## config.mk

```make
export PLATFORM = sky130hd
export DESIGN_NAME = cfgport
export DESIGN_NICKNAME = d
export VERILOG_FILES = /design/src/rtl/cfgport_pkg.sv /design/src/rtl/cfgport_keydec.sv /design/src/rtl/cfgport_store.sv /design/src/rtl/cfgport_seq.sv /design/src/rtl/cfgport.sv
export SDC_FILE = /design/constraint.sdc
export NUM_CORES = 2
export LEC_CHECK = 0
export BUFFER_PORTS_ARGS = -buffer_cell sky130_fd_sc_hd__buf_2
export CAP_MARGIN = 15
export CORE_MARGIN = 10
export CORE_UTILIZATION = 50
export CTS_BUF_LIST = sky130_fd_sc_hd__clkbuf_8
export CTS_CLUSTER_DIAMETER = 30
export DETAILED_ROUTE_END_ITERATION = 10
export PLACE_DENSITY = 0.61
export SLEW_MARGIN = 15
export SYNTH_ARGS = -nofsm -noshare
export SYNTH_HDL_FRONTEND = slang
export SYNTH_SLANG_ARGS = --single-unit
```

## constraint.sdc

```tcl
create_clock -name clk -period 14 [get_ports clk]
set_clock_uncertainty 0.05 [all_clocks]
set_input_delay 2.8 -clock clk [delete_from_list [all_inputs] [get_ports clk]]
set_output_delay 2.8 -clock clk [all_outputs]
set_load 0.005 [all_outputs]
```

## src/rtl/cfgport_pkg.sv

```systemverilog
package cfgport_pkg;
    localparam int KEY_W       = 16;
    localparam int WR_BIT      = 15;
    localparam int BANK_BIT    = 14;
    localparam int IDX_FIELD_W = 14;

    typedef logic [KEY_W-1:0] key_t;

    localparam key_t INVALID_KEY = 16'hFFFF;
endpackage

```

## src/rtl/cfgport_keydec.sv

```systemverilog
module cfgport_keydec
    import cfgport_pkg::*;
#(
    parameter int NUM_ENT = 8,
    parameter int IDX_W   = 3
) (
    input  key_t             key,
    output logic             valid,
    output logic             bank,
    output logic             wr_ok,
    output logic [IDX_W-1:0] idx
);
    logic [IDX_FIELD_W-1:0] field;

    always_comb begin
        field = key[IDX_FIELD_W-1:0];
        valid = (key != INVALID_KEY) &&
                ({{(32-IDX_FIELD_W){1'b0}}, field} < 32'(NUM_ENT));
        bank  = key[BANK_BIT];
        wr_ok = valid && key[WR_BIT];
        idx   = field[IDX_W-1:0];
    end
endmodule

```

## src/rtl/cfgport_store.sv

```systemverilog
module cfgport_store #(
    parameter int NUM_ENT = 8,
    parameter int DEPTH   = 16,
    parameter int LEN_W   = 16,
    parameter int IDX_W   = 3,
    parameter int DW      = 4
) (
    input  logic             clk,
    input  logic             rst_n,
    input  logic             we,
    input  logic             wbank,
    input  logic [IDX_W-1:0] widx,
    input  logic [DW-1:0]    woff,
    input  logic [7:0]       wdata,
    input  logic             lwe,
    input  logic             lbank,
    input  logic [IDX_W-1:0] lidx,
    input  logic [LEN_W-1:0] lval,
    input  logic             rbank,
    input  logic [IDX_W-1:0] ridx,
    input  logic [DW-1:0]    roff,
    output logic [7:0]       rbyte,
    output logic [LEN_W-1:0] rlen,
    output logic             rpres
);
    localparam int SLOT_W = 1 + IDX_W;
    localparam int SLOTS  = 1 << SLOT_W;
    localparam int AW     = SLOT_W + DW;
    localparam int CELLS  = 1 << AW;
    localparam logic [LEN_W-1:0] CAP = LEN_W'(DEPTH);

    logic [7:0]       mem   [CELLS];
    logic [LEN_W-1:0] len_d [SLOTS];
    logic [LEN_W-1:0] len_q [SLOTS];
    logic [SLOTS-1:0] pres_d, pres_q;
    logic [LEN_W-1:0] lval_c;
    logic [SLOT_W-1:0] lslot, rslot;

    always_comb begin
        lval_c = (lval > CAP) ? CAP : lval;
        lslot  = {lbank, lidx};
        rslot  = {rbank, ridx};
        pres_d = pres_q;
        for (int s = 0; s < SLOTS; s++) begin
            len_d[s] = len_q[s];
        end
        if (lwe) begin
            len_d[lslot]  = lval_c;
            pres_d[lslot] = 1'b1;
        end
        rbyte = mem[{rslot, roff}];
        rlen  = len_q[rslot];
        rpres = pres_q[rslot];
    end

    always_ff @(posedge clk or negedge rst_n) begin
        if (!rst_n) begin
            pres_q <= '0;
            for (int s = 0; s < SLOTS; s++) begin
                len_q[s] <= '0;
            end
        end else begin
            pres_q <= pres_d;
            for (int s = 0; s < SLOTS; s++) begin
                len_q[s] <= len_d[s];
            end
        end
    end

    always_ff @(posedge clk) begin
        if (we) begin
            mem[{wbank, widx, woff}] <= wdata;
        end
    end

    a_r10_len_capped: assert property (@(posedge clk) disable iff (!rst_n)
        lwe |=> (len_q[$past(lslot)] <= CAP))
        else $error("a_r10_len_capped");
endmodule

```

## src/rtl/cfgport_seq.sv

```systemverilog
module cfgport_seq
    import cfgport_pkg::*;
#(
    parameter int LEN_W = 16,
    parameter int IDX_W = 3
) (
    input  logic             clk,
    input  logic             rst_n,
    input  logic             sel_wr,
    input  key_t             sel_key,
    input  logic             sel_valid,
    input  logic             data_rd,
    input  logic             data_wr,
    input  logic [7:0]       wdata,
    input  logic             cur_valid,
    input  logic             cur_wr_ok,
    input  logic             cur_bank,
    input  logic [IDX_W-1:0] cur_idx,
    input  logic [LEN_W-1:0] ent_len,
    input  logic             ent_pres,
    input  logic [7:0]       ent_byte,
    output key_t             key_q,
    output logic [LEN_W-1:0] off_q,
    output logic [7:0]       rdata,
    output logic             done,
    output logic             done_bank,
    output logic [IDX_W-1:0] done_idx,
    output logic             mem_we,
    output logic [7:0]       mem_wdata
);
    typedef struct packed {
        key_t             key;
        logic [LEN_W-1:0] off;
        logic [7:0]       rdata;
        logic             done;
        logic             dbank;
        logic [IDX_W-1:0] didx;
    } st_t;

    st_t st_d, st_q;
    logic [LEN_W-1:0] off_nxt;

    always_comb begin
        st_d      = st_q;
        st_d.done = 1'b0;
        mem_we    = 1'b0;
        mem_wdata = wdata;
        off_nxt   = st_q.off + LEN_W'(1);
        if (sel_wr) begin
            st_d.key = sel_valid ? sel_key : INVALID_KEY;
            st_d.off = '0;
        end else if (data_wr) begin
            if (cur_wr_ok && (st_q.off < ent_len)) begin
                mem_we = 1'b1;
                if (off_nxt == ent_len) begin
                    st_d.done  = 1'b1;
                    st_d.dbank = cur_bank;
                    st_d.didx  = cur_idx;
                    st_d.off   = '0;
                end else begin
                    st_d.off = off_nxt;
                end
            end
        end else if (data_rd) begin
            if (cur_valid && ent_pres && (st_q.off < ent_len)) begin
                st_d.rdata = ent_byte;
                st_d.off   = off_nxt;
            end else begin
                st_d.rdata = 8'h00;
            end
        end
    end

    always_ff @(posedge clk or negedge rst_n) begin
        if (!rst_n) begin
            st_q <= '0;
        end else begin
            st_q <= st_d;
        end
    end

    assign key_q     = st_q.key;
    assign off_q     = st_q.off;
    assign rdata     = st_q.rdata;
    assign done      = st_q.done;
    assign done_bank = st_q.dbank;
    assign done_idx  = st_q.didx;

    a_r2_select_rewinds: assert property (@(posedge clk) disable iff (!rst_n)
        sel_wr |=> (off_q == '0))
        else $error("a_r2_select_rewinds");

    a_r8_done_rewinds: assert property (@(posedge clk) disable iff (!rst_n)
        done |-> (off_q == '0))
        else $error("a_r8_done_rewinds");

    a_r6_hold_past_end: assert property (@(posedge clk) disable iff (!rst_n)
        (data_rd && !sel_wr && !data_wr && (off_q >= ent_len)) |=> $stable(off_q))
        else $error("a_r6_hold_past_end");

    a_r3_no_store_invalid: assert property (@(posedge clk) disable iff (!rst_n)
        mem_we |-> (cur_valid && (key_q != INVALID_KEY)))
        else $error("a_r3_no_store_invalid");
endmodule

```

## src/rtl/cfgport.sv

```systemverilog
module cfgport
    import cfgport_pkg::*;
#(
    parameter int NUM_ENT = 8,
    parameter int DEPTH   = 16,
    parameter int LEN_W   = 16,
    parameter int IDX_W   = (NUM_ENT > 1) ? $clog2(NUM_ENT) : 1,
    parameter int DW      = (DEPTH > 1) ? $clog2(DEPTH) : 1
) (
    input  logic             clk,
    input  logic             rst_n,
    input  logic             sel_wr,
    input  logic [15:0]      sel_key,
    input  logic             data_rd,
    input  logic             data_wr,
    input  logic [7:0]       data_wdata,
    output logic [7:0]       data_rdata,
    output logic             done_pulse,
    output logic             done_bank,
    output logic [IDX_W-1:0] done_index,
    input  logic             pl_len_we,
    input  logic             pl_byte_we,
    input  logic             pl_bank,
    input  logic [IDX_W-1:0] pl_index,
    input  logic [DW-1:0]    pl_offset,
    input  logic [LEN_W-1:0] pl_len,
    input  logic [7:0]       pl_byte
);
    logic             bus_busy;
    logic             in_valid, in_bank, in_wr_ok;
    logic [IDX_W-1:0] in_idx;
    logic             cur_valid, cur_bank, cur_wr_ok;
    logic [IDX_W-1:0] cur_idx;
    key_t             key_q;
    logic [LEN_W-1:0] off_q;
    logic [LEN_W-1:0] ent_len;
    logic             ent_pres;
    logic [7:0]       ent_byte;
    logic             seq_we;
    logic [7:0]       seq_wdata;
    logic             st_we, st_wbank, st_lwe;
    logic [IDX_W-1:0] st_widx;
    logic [DW-1:0]    st_woff;
    logic [7:0]       st_wdata;

    assign bus_busy = sel_wr | data_rd | data_wr;

    cfgport_keydec #(.NUM_ENT(NUM_ENT), .IDX_W(IDX_W)) u_dec_in (
        .key(sel_key), .valid(in_valid), .bank(in_bank),
        .wr_ok(in_wr_ok), .idx(in_idx)
    );

    cfgport_keydec #(.NUM_ENT(NUM_ENT), .IDX_W(IDX_W)) u_dec_cur (
        .key(key_q), .valid(cur_valid), .bank(cur_bank),
        .wr_ok(cur_wr_ok), .idx(cur_idx)
    );

    cfgport_seq #(.LEN_W(LEN_W), .IDX_W(IDX_W)) u_seq (
        .clk(clk), .rst_n(rst_n),
        .sel_wr(sel_wr), .sel_key(sel_key), .sel_valid(in_valid),
        .data_rd(data_rd), .data_wr(data_wr), .wdata(data_wdata),
        .cur_valid(cur_valid), .cur_wr_ok(cur_wr_ok),
        .cur_bank(cur_bank), .cur_idx(cur_idx),
        .ent_len(ent_len), .ent_pres(ent_pres), .ent_byte(ent_byte),
        .key_q(key_q), .off_q(off_q), .rdata(data_rdata),
        .done(done_pulse), .done_bank(done_bank), .done_idx(done_index),
        .mem_we(seq_we), .mem_wdata(seq_wdata)
    );

    always_comb begin
        st_lwe = pl_len_we & ~bus_busy;
        if (seq_we) begin
            st_we    = 1'b1;
            st_wbank = cur_bank;
            st_widx  = cur_idx;
            st_woff  = off_q[DW-1:0];
            st_wdata = seq_wdata;
        end else begin
            st_we    = pl_byte_we & ~bus_busy;
            st_wbank = pl_bank;
            st_widx  = pl_index;
            st_woff  = pl_offset;
            st_wdata = pl_byte;
        end
    end

    cfgport_store #(
        .NUM_ENT(NUM_ENT), .DEPTH(DEPTH), .LEN_W(LEN_W),
        .IDX_W(IDX_W), .DW(DW)
    ) u_store (
        .clk(clk), .rst_n(rst_n),
        .we(st_we), .wbank(st_wbank), .widx(st_widx),
        .woff(st_woff), .wdata(st_wdata),
        .lwe(st_lwe), .lbank(pl_bank), .lidx(pl_index), .lval(pl_len),
        .rbank(cur_bank), .ridx(cur_idx), .roff(off_q[DW-1:0]),
        .rbyte(ent_byte), .rlen(ent_len), .rpres(ent_pres)
    );

    a_r7_store_needs_flag: assert property (@(posedge clk) disable iff (!rst_n)
        (st_we && data_wr) |-> key_q[WR_BIT])
        else $error("a_r7_store_needs_flag");

    a_r8_done_one_entry: assert property (@(posedge clk) disable iff (!rst_n)
        done_pulse |-> $past(seq_we))
        else $error("a_r8_done_one_entry");
endmodule

```

# Word-level counts from Yosys, hierarchy flattened
# Memories as Yosys holds them, arrays and structs flattened.
# Index checks and enable logic that the tools add are counted.
# Widths: inputs -> output; s select.
# word_totals
n_memories,1
elab_cells,95
register_bits,317
ram_bits,2048
# op_classes
n_mux,33
magnitude_cmp,10
bitwise,10
addsub,1
reduce_logical,13
eq_ne,4
# mem_list
memory,depth,word_bits,rd,rd_ports_with_merged_regs,write_ports,line,text
u_store.mem,256,8,1,0,1,cfgport_store.sv:32,logic [7:0] mem [CELLS];
# op_table
op,n
$bwmux 256,1
$mux 16,10
$bmux 16 s4,1
$demux 16 s4,1
$ne 16x16->1 const B,2
$lt 14x4->1 const B,2
$mux 24,1
$mux 5,4
$add 16x1->16 const B,1
$eq 16x16->1,1
$gt 16x5->1 const B,1
$lt 16x16->1,1
$mux 8,2
$or 16x16->16,1
$ge 5x5->1 const B,2
$lt 4x5->1 const B,2
$not 4->5,2
$mux 1,9
$logic_and 1x1->1,8
$reduce_and 3->1,2
$reduce_bool 3->1,2
$lt 5x1->1 const B,1
$bmux 1 s4,1
$demux 1 s4,1
8 further kinds,12

# Longest topological paths before layout
# depth
ltp_word,12
ltp_mapped,20

# By module
# A second synthesis with hierarchy kept.
# unflattened
hier_cells,4999
area_unflattened_um2,94101.5
# modules_own_cells
mod,cells_each,area_per_inst_um2,seq_area_each_um2,instances
cfgport_store,4650,90707.0,68305.5,1
cfgport_seq,308,2979.1,1126.1,1
cfgport,21,265.3,0.0,1
cfgport_keydec,10,75.1,0.0,2

# Least setup slack after synthesis
# No wires, ideal clock.
# synth_path
kind,input port to flip-flop
from,in data_wr
to,mem u_store.mem[0][0] (data pin)
setup_time_ps,823
t_arrival_ps,7046
slack_ps,6081
n_path_buf,2
stages,6
path_cell_list,clkbuf_1 nand2_1 a211oi_2 clkbuf_1 nand2_1 nand2_1
# synth_via
elab_chain_len,3
# synth_rtl
item,line,text
start: declaration,cfgport.sv:15,"input logic data_wr,"
$mux 1,cfgport_seq.sv:52,end else if (data_wr) begin
$mux 1,cfgport_seq.sv:49,if (sel_wr) begin
$mux 8,cfgport.sv:72,if (seq_we) begin
via st_wdata[0],cfgport.sv:44,logic [7:0] st_wdata;
end: declaration,cfgport_store.sv:32,
# The timed path passes the listed nets, and every way through them passes these cells.

# Worst setup path after layout
# layout_path
from,reg u_seq.st_q (netlist bit u_seq.key_q[0])
to,"mem u_store.mem[51][7], enable pin"
# layout_via
elab_chain_len,12
# layout_rtl
item,line,text
start: declaration,cfgport_seq.sv:40,"st_t st_d, st_q;"
start signal: assignment,cfgport_seq.sv:78,st_q <= st_d;
$not 4->5 (implied by the code),cfgport_store.sv:52,rlen = len_q[rslot];
$bmux 16 s4,cfgport_store.sv:52,
$mux 16 (implied by the code) (2 in a row),cfgport_store.sv:52,
$lt 16x16->1,cfgport_seq.sv:53,if (cur_wr_ok && (st_q.off < ent_len)) begin
$logic_and 1x1->1,cfgport_seq.sv:53,
$mux 1,cfgport_seq.sv:53,
$mux 1,cfgport_seq.sv:52,
$mux 1,cfgport_seq.sv:49,
$mux 1,cfgport.sv:72,
$mux 1,cfgport_store.sv:71,if (we) begin
$mux 1 (implied by the code),cfgport_store.sv:72,"mem[{wbank, widx, woff}] <= wdata;"
# Several ways; a longest one is shown, not always the timed one. The select of a mux whose other input is x is not followed.

==> results.yml <==
status:
  outcome: "finished, final reports clean"
logic_synthesis:
  post_synthesis_cell_area_um2: 93700
  synth_top_flop_cell: "sky130_fd_sc_hd__edfxtp_1"
  synthDominantCellAreaShare_pct: 65.6
  synth.yosys.seq_area_share_pct: 74.1
  netlist-cell-type-count: 78
  synth_area_per_inst_um2: 20.7
  yosys.area.top_type: "sky130_fd_sc_hd__edfxtp_1"
  syn-num-nets: 4611
  post_synth_most_frequent_cells: "sky130_fd_sc_hd__edfxtp_1 (2048), sky130_fd_sc_hd__mux4_2 (710), sky130_fd_sc_hd__dfrtp_1 (317)"
  post_synth_inst_count: 4531
  synth_most_common_cell: "sky130_fd_sc_hd__edfxtp_1"
  synth-warning-count: 0
  synthArstFlopShare_pct: 13.4
  synth-edff-count: 2048
  ys_top_cells_by_area: "sky130_fd_sc_hd__edfxtp_1 (66%), sky130_fd_sc_hd__mux4_2 (17%), sky130_fd_sc_hd__dfrtp_1 (8.5%)"
  synth_seq_cells: 2365
routing:
  ant_nets: 0
  wirelength_mm: 234
  vias_per_cell: 6.05
  drt_iter0_drc: 4929
  drc_errors: 0
  drt_pre_antenna_iters: 5
  total_via_count_after_detailed_routing: 46796
  avgRoutedWirePerCell_um: 30.2
cells_and_area:
  fillCellCount: 13737
  ff_latch_area_um2: 69500
  area_growth_syn_to_layout_pct: 14.0
  layoutNonFillerInstCount: 7739
  drive_above_1_share_pct: 31.0
  post_route_cell_area_um2: 107000
  multi_input_comb_area_um2: 23200
  fin_nets: 4960
  postLayoutCoreUtil_pct: 57.5
worst_setup_path:
  max_stage_delay_ns: 1.02
  worst-setup-path-type: "flop to flop"
  critical_path_peak_fanout: 125
  critical-path-slowest-cell: "sky130_fd_sc_hd__mux2i_2"
  cells_along_the_critical_path: "buf_12, mux4_1, a22o_1, a221oi_1, ha_1, a21o_1, a21o_1, a21oi_1, o211ai_1, a211oi_2, buf_4, mux2i_2, nand2_1, nor2_1"
  cp.required_ns: 14.64
  critical_path_arrival_ns: 8.70
  ff2ff_path_depth: 14
  critPathLaunchType: "flop"
  path_common_cell: "sky130_fd_sc_hd__a21o_1"
  critical_path.endpoint_type: "flop"
timing:
  post-route-period-util_pct: 57.6
  setup_viol_count_final: 0
  achievable-frequency_mhz: 124
  setup-tns-final_ns: 0
  post-route-min-period_ns: 8.06
  finalWorstSetupSlack_ns: 5.94
  hold_ws_ns: 0.411
  rsz_0062_raised_after_global_routing: "no"
  slew_headroom_pct: 17.4
  drv_slew: 0
  final_hold_viol_count: 0
  worst_max_slew_pin_slew_ns: 1.21
place:
  place_inst: 6889
  hpwlAfterDp_mm: 138
  placedInstanceArea_um2: 96800
  globalplace.congestion: 0.840
  numPortBuffers: 75
  place_ws_ns: 6.05
cts:
  cts_num_sinks: 2365
  ctsHoldBuffers: 0
  number_of_instances_resized_during_post_cts_repair: 0
  ctsHtreeMaxLevel: 5
  cts_buffers: 468
  cts_setup_buffers: 0
  clock_insertion_delay_worst_skew_ns: 1.13
  clock_tree.root_cell: "sky130_fd_sc_hd__clkbuf_8"
  path_clk_slew_ns: 0.05
  cts_tree: "yes"
  cts_max_path_buffers: 4
die:
  fp.dieArea_um2: 205000
  fp.dieH_um: 453
  die_width_um: 453
  initial_core_utilization_pct: 50.4
  coreArea_um2: 186000
  rows: 158
  top_level_ports: 76
flow_run:
  max_cap_viol_count: 0
hold_path:
  hold_class: "flop to flop"
  hold_depth: 1
pwr:
  power_density_over_the_cells_nw_per_um2: 152
  power.static_leakage_nw: 35.7
  totalPowerFinal_mw: 16.2
  power.ir.vdd_worst_v: 0.000117
grt:
  global_route.overflow_total: 0
  grt_pass1_wl_mm: 343
  grt_antenna_before_repair: 12
  vias_in_the_first_global_route: 47972
  grt_max_degree: 189
  gr-usage-all-layers_pct: 22.8
-- cells in the final DEF (no fill, tap or decap), types with 24 or more instances in the layout --
master,instances
sky130_fd_sc_hd__inv_1,110
sky130_fd_sc_hd__bufinv_16,58
sky130_fd_sc_hd__clkinv_2,85
sky130_fd_sc_hd__clkbuf_8,495
sky130_fd_sc_hd__buf_2,74
sky130_fd_sc_hd__mux4_2,710
sky130_fd_sc_hd__clkinv_1,63
sky130_fd_sc_hd__mux2i_1,44
sky130_fd_sc_hd__nand2_1,174
sky130_fd_sc_hd__dfrtp_1,311
sky130_fd_sc_hd__nor2b_1,62
sky130_fd_sc_hd__buf_4,64
sky130_fd_sc_hd__edfxtp_1,2048
sky130_fd_sc_hd__and2_1,126
sky130_fd_sc_hd__mux4_1,24
sky130_fd_sc_hd__a22oi_1,28
sky130_fd_sc_hd__clkinvlp_4,29
sky130_fd_sc_hd__nor2_1,295
sky130_fd_sc_hd__o21ai_0,93
-- cell families (layout without fill, tap and decap cells) --
kind of cell             Yosys count  count (layout)  synth area share, %
other                              0               5                    0
adder cells (fa/ha/maj)           17              17                0.227
XOR/XNOR                          11              11                0.111
buffers and inverters            293            1016                 1.33
AO/OA/AOI/OAI                    239             239                 1.70
flip-flops                      2365            2365                 74.1
AND/OR/NAND/NOR                  819             819                 4.21
multiplexers                     787             787                 18.3
-- per-layer routing --
layer,track usage (%),wire [um]
met1,33.3,99400
met2,35.4,112000
met3,4.35,16800
met4,6.56,5460
met5,0,26
-- cell type report --
class / instances / area share [%]
Timing Repair Buffer: 147 / 0.947
Tap cell: 2480 / 2.90
Sequential cell: 2365 / 65.0
Inverter: 25 / 0.0878
Clock buffer: 495 / 6.38
Multi-Input combinational cell: 1873 / 21.7
Clock inverter: 349 / 2.99
Antenna cell: 5 / 0.0117
-- path summary, 6_finish.rpt --
| check | slack [ns] | to | startpoint |
|---|---|---|---|
| min in group asynchronous | 1.65 | u_store.pres_q[1]$_DFFE_PN0P_ | rst_n |
| max | 5.94 | u_store.mem[51][7]$_DFFE_PP_ | u_seq.key_q[0]$_DFFE_PN0P_ |
| max reg2reg | 5.94 | u_store.mem[51][7]$_DFFE_PP_ | u_seq.key_q[0]$_DFFE_PN0P_ |
| max in group asynchronous | 10.64 | u_seq.key_q[1]$_DFFE_PN0P_ | rst_n |
| min reg2reg | 0.41 | u_store.pres_q[0]$_DFFE_PN0P_ | u_store.pres_q[0]$_DFFE_PN0P_ |
| min | 0.41 | u_store.pres_q[0]$_DFFE_PN0P_ | u_store.pres_q[0]$_DFFE_PN0P_ |
-- where the power goes --
group	internal [mW]	total, mW	switching (mW)
registers	7.69	7.72	0.0325
logic	0.471	1.10	0.633
clock network	4.36	7.37	3.00
total	12.5	16.2	3.67
-- sequential cells by signal, indices dropped and copies added, names as in the netlist --
name             flops
u_seq.done_bank      1
u_store.mem       2048
u_seq.done_idx       3
u_store.pres_q      16
u_store.len_q      256
u_seq.off_q         16
u_seq.rdata          8
u_seq.done           1
u_seq.key_q         16
-- worst max-delay path: cells and delay by family (launching register included) --
kind | cells | cell delay [ns]
AO/OA/AOI/OAI | 7 | 1.74
flip-flops | 1 | 0.89
AND/OR/NAND/NOR | 2 | 1.79
multiplexers | 2 | 1.68
adder cells (fa/ha/maj) | 1 | 0.37
buffers and inverters | 2 | 0.93
Note: power is estimated with default switching activity, not from simulation.
